[src/rtl/strap_pkg.sv]
package strap_pkg;
  parameter int unsigned FREQ_W = 4;
  parameter int unsigned PM_W   = 4;
  localparam int unsigned STRAP_W = FREQ_W + 3;

  typedef struct packed {
    logic              cpu_2v5;
    logic              sio_24m;
    logic              desktop;
    logic [FREQ_W-1:0] freq;
  } strap_t;
endpackage

[src/rtl/strap_capture.sv]
module strap_capture #(
  parameter int unsigned W = 7
) (
  input  logic         clk_i,
  input  logic         rst_ni,
  input  logic [W-1:0] pins_i,
  output logic [W-1:0] strap_o,
  output logic         released_o
);
  logic [W-1:0] strap_q;
  logic         released_q;

  // one-shot capture on the first edge after reset release
  always_ff @(posedge clk_i or negedge rst_ni) begin
    if (!rst_ni) begin
      released_q <= 1'b0;
      strap_q    <= '0;
    end else if (!released_q) begin
      released_q <= 1'b1;
      strap_q    <= pins_i;
    end
  end

  assign strap_o    = strap_q;
  assign released_o = released_q;

  assert_capture_once_R2: assert property (@(posedge clk_i) disable iff (!rst_ni)
    !released_q |=> released_q);
  assert_strap_hold_R3: assert property (@(posedge clk_i) disable iff (!rst_ni)
    released_q |=> $stable(strap_q));
  assert_release_sticky_R3: assert property (@(posedge clk_i) disable iff (!rst_ni)
    released_q |=> released_q);
endmodule

[src/rtl/freq_code_sel.sv]
module freq_code_sel #(
  parameter int unsigned FREQ_W = 4
) (
  input  logic              src_reg_i,
  input  logic [FREQ_W-1:0] strap_code_i,
  input  logic [FREQ_W-1:0] reg_code_i,
  output logic [FREQ_W-1:0] code_o,
  output logic              sdram_eq_cpu_o
);
  always_comb begin
    code_o = src_reg_i ? reg_code_i : strap_code_i;
  end

  // MSB of the code: SDRAM tracks CPU frequency
  assign sdram_eq_cpu_o = code_o[FREQ_W-1];
endmodule

[src/rtl/pm_pin_route.sv]
module pm_pin_route #(
  parameter int unsigned PM_W = 4
) (
  input  logic            released_i,
  input  logic            desktop_i,
  input  logic [PM_W-1:0] pins_i,
  output logic            sdram_en_o,
  output logic [PM_W-1:0] oe_o,
  output logic [PM_W-1:0] ctrl_n_o
);
  logic mobile_live;
  logic desk_live;

  assign mobile_live = released_i & ~desktop_i;
  assign desk_live   = released_i &  desktop_i;
  assign sdram_en_o  = desk_live;

  for (genvar i = 0; i < PM_W; i++) begin : g_pin
    assign oe_o[i]     = desk_live;
    assign ctrl_n_o[i] = mobile_live ? pins_i[i] : 1'b1;
  end
endmodule

[src/rtl/strap_latch_top.sv]
module strap_latch_top
  import strap_pkg::*;
#(
  parameter int unsigned FW = strap_pkg::FREQ_W,
  parameter int unsigned PW = strap_pkg::PM_W,
  localparam int unsigned SW = FW + 3
) (
  input  logic          clk_i,
  input  logic          rst_ni,
  input  logic [SW-1:0] strap_pins_i,
  input  logic          freq_src_reg_i,
  input  logic [FW-1:0] reg_freq_code_i,
  input  logic [PW-1:0] pm_pins_i,
  output logic [SW-1:0] strap_o,
  output logic [SW-1:0] pad_oe_o,
  output logic [FW-1:0] freq_code_o,
  output logic          sdram_eq_cpu_o,
  output logic          sio_24m_o,
  output logic          cpu_2v5_o,
  output logic          pm_sdram_en_o,
  output logic [PW-1:0] pm_oe_o,
  output logic [PW-1:0] pm_ctrl_n_o
);
  logic [SW-1:0] strap_w;
  logic          released;
  logic          desktop;
  logic [FW-1:0] strap_code;

  strap_capture #(.W(SW)) u_capture (
    .clk_i      (clk_i),
    .rst_ni     (rst_ni),
    .pins_i     (strap_pins_i),
    .strap_o    (strap_w),
    .released_o (released)
  );

  // field split: [SW-1] voltage, [SW-2] sio, [SW-3] mode, [FW-1:0] code
  assign strap_code = strap_w[FW-1:0];
  assign desktop    = strap_w[SW-3];
  assign sio_24m_o  = strap_w[SW-2];
  assign cpu_2v5_o  = strap_w[SW-1];
  assign strap_o    = strap_w;
  assign pad_oe_o   = {SW{released}};

  freq_code_sel #(.FREQ_W(FW)) u_freq (
    .src_reg_i      (freq_src_reg_i),
    .strap_code_i   (strap_code),
    .reg_code_i     (reg_freq_code_i),
    .code_o         (freq_code_o),
    .sdram_eq_cpu_o (sdram_eq_cpu_o)
  );

  pm_pin_route #(.PM_W(PW)) u_pm (
    .released_i (released),
    .desktop_i  (desktop),
    .pins_i     (pm_pins_i),
    .sdram_en_o (pm_sdram_en_o),
    .oe_o       (pm_oe_o),
    .ctrl_n_o   (pm_ctrl_n_o)
  );

  assert_oe_freezes_strap_R3: assert property (@(posedge clk_i) disable iff (!rst_ni)
    pad_oe_o[0] |=> $stable(strap_o));
  assert_strap_source_R5: assert property (@(posedge clk_i) disable iff (!rst_ni)
    !freq_src_reg_i |-> freq_code_o == strap_o[FW-1:0]);
  assert_desk_inactive_R7: assert property (@(posedge clk_i) disable iff (!rst_ni)
    (pad_oe_o[0] && strap_o[SW-3]) |-> (pm_ctrl_n_o == '1 && pm_oe_o == '1));
  assert_mobile_pass_R8: assert property (@(posedge clk_i) disable iff (!rst_ni)
    (pad_oe_o[0] && !strap_o[SW-3]) |-> (pm_ctrl_n_o == pm_pins_i && pm_oe_o == '0));
  assert_prerelease_idle_R9: assert property (@(posedge clk_i) disable iff (!rst_ni)
    !pad_oe_o[0] |-> (pm_ctrl_n_o == '1 && !pm_sdram_en_o));
endmodule

[config.mk]
export PLATFORM = sky130hd
export DESIGN_NAME = strap_latch_top
export DESIGN_NICKNAME = d
export VERILOG_FILES = /design/src/rtl/strap_pkg.sv /design/src/rtl/strap_capture.sv /design/src/rtl/freq_code_sel.sv /design/src/rtl/pm_pin_route.sv /design/src/rtl/strap_latch_top.sv
export SDC_FILE = /design/constraint.sdc
export NUM_CORES = 1
export LEC_CHECK = 0
export ABC_CLOCK_PERIOD_IN_PS = 1600
export BUFFER_PORTS_ARGS = -buffer_cell sky130_fd_sc_hd__buf_2
export CAP_MARGIN = 20
export CORE_MARGIN = 1
export CORE_UTILIZATION = 34
export CTS_CLUSTER_DIAMETER = 100
export CTS_CLUSTER_SIZE = 25
export DETAILED_ROUTE_END_ITERATION = 7
export PLACE_DENSITY_LB_ADDON = 0.1
export RECOVER_POWER = 25
export SYNTH_ARGS = -nofsm -noshare
export SYNTH_HDL_FRONTEND = slang
export SYNTH_SLANG_ARGS = --single-unit
[constraint.sdc]
create_clock -name clk_i -period 1.6 [get_ports clk_i]
set_clock_uncertainty 0.2 [all_clocks]
set_input_delay 0.16 -clock clk_i [delete_from_list [all_inputs] [get_ports clk_i]]
set_output_delay 0.16 -clock clk_i [all_outputs]
set_load 0.02 [all_outputs]
==> results of run 1 <==
## metal layers
metal  part of all wire (%)  vias to the layer above
met5                      0                        -
met2                     52                       27
met3                    7.2                        0
met4                      0                        0
li1                       -                      212
met1                     41                      198
## kinds of logic (layout without fill, tap and decap cells)
group	after synthesis	in the layout	synth area share [%]
buffers and inverters	16	60	25.1
multiplexers	11	11	25.1
flip-flops	8	8	40.5
AND/OR/NAND/NOR	5	5	8.61
other	1	1	0.759
## flip-flops by register name (all words and copies together), names as in the netlist
register	count
u_capture.strap_o	7
u_capture.released_o	1
## worst max path at each step
| stage | start | endpoint | slack (ns) | depth (start not counted) |
|---|---|---|---|---|
| final | u_capture.strap_o[4]$_DFFE_PN0N_ | pm_ctrl_n_o[0] | 0.06 | 2 |
| after global routing | u_capture.strap_o[4]$_DFFE_PN0N_ | pm_ctrl_n_o[0] | -0.005 | 2 |
| after CTS | u_capture.strap_o[4]$_DFFE_PN0N_ | pm_ctrl_n_o[0] | 0.03 | 2 |
| after detailed placement | u_capture.strap_o[4]$_DFFE_PN0N_ | pm_ctrl_n_o[0] | 0.30 | 2 |
| after global placement | u_capture.strap_o[4]$_DFFE_PN0N_ | pm_ctrl_n_o[2] | 0.30 | 2 |
| after floorplan | u_capture.released_o$_DFF_PN0_ | pm_ctrl_n_o[0] | 0.18 | 2 |
## layout make-up
| type | instances | area share [%] |
|---|---|---|
| timing repair buffer | 57 | 46.1 |
| multi-input combinational | 17 | 22.3 |
| sequential | 8 | 26.2 |
| clock buffer | 3 | 2.95 |
| tap | 15 | 2.46 |
## synthesized netlist by cell type
master / instances
and2_2: 1
buf_4: 15
buf_6: 1
conb_1: 1
dfrtp_1: 8
mux2_2: 11
or3b_1: 4
## repair_timing
| action | in CTS | in global routing |
|---|---|---|
| endpoints found under the setup margin | 0 | 4 |
| hold buffers | 8 | 0 |
| hold endpoints to repair | 15 | 0 |
| resized for setup | 0 | 8 |
## stage by stage
| stage | worst slack, ns | util [%] | power, mW |
|---|---|---|---|
| final | 0.0565 | 57.2 | 0.614 |
| after global routing | -0.00526 | 57.2 | 0.655 |
| after CTS | 0.0267 | 55.6 | 0.618 |
| after detailed placement | 0.299 | 47.9 | 0.449 |
| after global placement | 0.303 | 47.9 | 0.447 |
| after floorplan | 0.184 | - | 0.401 |
## report_power, final
group          internal, mW  total (mW)  switching (mW)  leakage, nW
registers             0.222       0.236          0.0147       0.0932
clock network        0.0856       0.151          0.0655       0.0138
logic                 0.103       0.227           0.124        0.292
total                 0.410       0.614           0.204        0.399
==> results.cfg, run 1 <==
[outcome]
status = complete, no violations

[critical_path]
reg2reg_slack_ns = 0.36
critical_path_class = reg2out
rr_startpoint = u_capture.released_o$_DFF_PN0_
reg2reg_depth = 2
r2r_end = u_capture.strap_o[4]$_DFFE_PN0N_
startpoint_type = flip-flop
cp.arrival_ns = 1.18
crit_path_max_fanout = 7
worst-path-buf-inv = 1
cp_slowest_stage_delay_ns = 0.42
crit_path_end_kind = output port
required_ns = 1.24
critPathTopFamily = flip-flops
crit_slowest_cell = dfrtp_1
crit_chain = or3b_1, buf_6

[routing]
drt_wl_total_um = 955
antenna_left = 0
drc_errors = 0
wl_per_cell_um = 9.55
first_pass_iters = 2
drt_iter0_drc = 4
viasPerCell = 4.37
vias = 437

[yosys]
syn_area_per_cell_um2 = 12.1
mappedNetlistNets = 59
synth_top_area_share_pct = 40.5
yosysSeqAreaShare_pct = 40.5
yosys.cell_types.count = 7
yosys_warnings = 0
synth_seq_cells = 8
mappedNetlistArea_um2 = 494
yosys.area.top_type = dfrtp_1
synth_area_leaders = dfrtp_1 (41%), mux2_2 (25%), buf_4 (23%)
syn_inst = 41

[layout]
final_common_cell = buf_2
syn_to_final_growth_pct = 54.4
fin_cells = 100
mostFrequentLayoutCells = buf_2 (40), mux2_2 (11), dlygate4sd3_1 (8), dfrtp_1 (8)
drive_gt1_share_pct = 71.8
multiInputGateArea_um2 = 170
final_area_um2 = 763
nNetsFinal = 105
register_area_um2 = 200
antenna_cells = 0
fill_cells = 133

[timing]
fin_crit_sh_pct = 96.5
hold_viol = 0
setup_viol = 0
tns_ns = 0
fmax_mhz = 648
drv_slew = 0
period_minus_slack_ns = 1.54
timing.hold.ws_ns = 0.159
grt_setup_unrepaired = true

[min_path]
min_path_type = in2async

[flow_run]
drv_cap = 0

[global_routing]
gr-total-overflow = 0
grt_pass1_wl_um = 1200
gr-usage-met1_pct = 16.2
grtUsageMet3_pct = 1.67
grt_util_met2_pct = 16.1
track_usage_pct = 11.5
grt_max_degree = 11
antenna_found_initial = 0
grt_busiest_layer = met1
grt_pass1_vias = 293

[placement]
place.port_buffers = 47
dp_hpwl_um = 725
dp.cells = 89
gp_congestion = 0.569
dpl-instance-area_um2 = 639

[die]
row_count = 13
ios = 48
die-area_um2 = 1610
dieWidth_um = 40.1
coreArea_um2 = 1330
start_util_pct = 37.1
fp.dieH_um = 40.1

[clock_tree]
clockBufferDepth = 2
clock-sinks = 8
cts_tree = yes
path_clk_slew_ns = 0.05
cts_buffers = 3
cts_setup_buffers = 0
clock_latency_ns = 0.25
htree_num_levels = 1
cts_root_buf = clkbuf_4

[power_and_ir_drop]
power_density_nw_per_um2 = 805
p_leak_nw = 0.399
ir_drop_v = 0.000451
Power figures use the tool's default switching activity.
==> run 2: changes to the inputs <==
ABC_AREA = 1   (was not set)
CTS_CLUSTER_DIAMETER = not set   (was 100)
==> results.cfg, run 2 <==
[timing]
tns_ns = 0
setup_viol = 0
grt_setup_unrepaired = false
fin_crit_sh_pct = 90.9
fmax_mhz = 688
hold_viol = 0
layout_setup_ws_ns = 0.146
period_minus_slack_ns = 1.45
drv_slew = 0

[critical_path]
cp.arrival_ns = 1.09
startpoint_type = flip-flop
required_ns = 1.24
critical_path_class = reg2out
crit_path_end_kind = output port
crit_path_max_fanout = 14

[yosys]
syn_area_per_cell_um2 = 7.17
synth_top_area_share_pct = 39.9
yosys.cell_types.count = 7
synth_edf_count = 0
mappedNetlistArea_um2 = 502
synthFlopType = dfrtp_1
synth_common_cells = nand2_1 (33), buf_4 (15), dfrtp_1 (8), inv_1 (8), nand3_1 (4)
yosysSeqAreaShare_pct = 39.9
synth_seq_cells = 8
yosys_warnings = 0
yosysMostFrequentCell = nand2_1
mappedNetlistNets = 88
ys_async_sr_fraction_pct = 100
yosys.area.top_type = dfrtp_1
syn_inst = 70
synth_area_leaders = dfrtp_1 (40%), nand2_1 (25%), buf_4 (22%)

[clock_tree]
cts_tree = yes
clockBufferDepth = 2
cts_root_buf = clkbuf_4
clock_latency_ns = 0.24
path_clk_slew_ns = 0.05
clock-sinks = 8
cts_buffers = 3
htree_num_levels = 1
cts_setup_buffers = 0

[die]
die-area_um2 = 1630
coreArea_um2 = 1330
fp.dieH_um = 40.4
ios = 48
row_count = 13
start_util_pct = 37.6
dieWidth_um = 40.4

[power_and_ir_drop]
p_leak_nw = 0.476
combPwrFrac_pct = 34.8
seq_power_share_pct = 40.3
pwr-share-clk_pct = 24.9
power_uw = 587
ir_drop_v = 0.000463
switching_power_uw = 203
power_density_nw_per_um2 = 794
intPower_uw = 384
p_sw_share_pct = 34.6

[layout]
largest_reg_flops = 7
multiInputGateArea_um2 = 148
register_area_um2 = 201
final_common_cell = buf_2
drive_gt1_share_pct = 43.4
nNetsFinal = 133
syn_to_final_growth_pct = 47.4
final_area_um2 = 739
antenna_cells = 0
mostFrequentLayoutCells = buf_2 (44), nand2_1 (33), inv_1 (8), dlygate4sd3_1 (8), dfrtp_1 (7)
fill_cells = 136

[routing]
vias = 522
drc_errors = 0
drt_iter0_drc = 5
antenna_left = 0
drt_wl_total_um = 1100
wl_per_cell_um = 8.62
first_pass_iters = 4
viasPerCell = 4.08

[placement]
place.port_buffers = 47
dp_hpwl_um = 798
dp_slack_ns = 0.302
dpl-instance-area_um2 = 639
gp_congestion = 0.643

[min_path]
min_path_type = in2async

[global_routing]
antenna_found_initial = 0
grt_max_degree = 15
gr-total-overflow = 0
grt_pass1_wl_um = 1590
track_usage_pct = 15.7
grt_pass1_vias = 409

[flow_run]
drv_cap = 0

[outcome]
status = complete, no violations
run 2: timing repair:
action                     4_1_cts  5_1_grt
hold endpoints to repair        15        0
setup endpoints to repair        0        5
hold buffers                     8        0
gates resized for setup          0        1
run 2: power by group through the flow:
stage          combinational, mW  clock (mW)  sequential, mW
2_1_floorplan              0.130           0           0.254
3_3_place_gp               0.193           0           0.238
3_5_place_dp               0.193           0           0.239
4_1_cts                    0.208       0.154           0.236
5_1_grt                    0.228       0.162           0.239
6_report                   0.204       0.146           0.236
run 2: cells by family (layout without fill, tap and decap cells):
group                  after synthesis  in the layout  share of synthesized area (%)
AND/OR/NAND/NOR                     37             37                           28.7
other                                1              1                          0.747
flip-flops                           8              8                           39.9
buffers and inverters               24             67                           30.7
run 2: worst max-delay path: stages, from the launching register on:
cell,delay [ns]
dfrtp_2,0.47
nand2_1,0.10
inv_1,0.11
buf_2,0.17
run 2: final timing paths:
check	from	to	slack [ns]	cells after the start
worst max register to register	u_capture.released_o$_DFF_PN0_	u_capture.strap_o[1]$_DFFE_PN0N_	0.51	3
worst min-delay path	rst_ni	u_capture.strap_o[6]$_DFFE_PN0N_	0.15	2
min in group clk_i	u_capture.strap_o[1]$_DFFE_PN0N_	u_capture.strap_o[1]$_DFFE_PN0N_	0.30	2
worst min register to register	u_capture.strap_o[1]$_DFFE_PN0N_	u_capture.strap_o[1]$_DFFE_PN0N_	0.30	2
worst max-delay path	u_capture.released_o$_DFF_PN0_	pm_sdram_en_o	0.15	3
max in group asynchronous	rst_ni	u_capture.released_o$_DFF_PN0_	0.73	2
run 2: per-stage QoR:
| step | hold slack [ns] | std cells | util, % |
|---|---|---|---|
| 2_1_floorplan | -0.336 | 70 | - |
| 3_3_place_gp | -0.188 | 117 | 47.9 |
| 3_5_place_dp | -0.188 | 117 | 47.9 |
| 4_1_cts | 0.0779 | 128 | 55.6 |
| 5_1_grt | 0.200 | 128 | 55.4 |
| 6_report | 0.154 | 128 | 55.4 |
run 2: area by class of cell:
cell class	count	share of cell area [%]
tap	15	2.54
multi-input combinational	38	20.0
inverter	8	4.06
clock buffer	3	3.05
sequential	8	27.2
timing repair buffer	56	43.1
run 2: layer usage:
metal | wire length [µm] | up-vias | track usage, %
met4 | 0 | 0 | 10.0
met1 | 484 | 216 | 17.2
li1 | - | 277 | -
met5 | 0 | - | 0
met3 | 113 | 0 | 5.00
met2 | 505 | 29 | 25.8
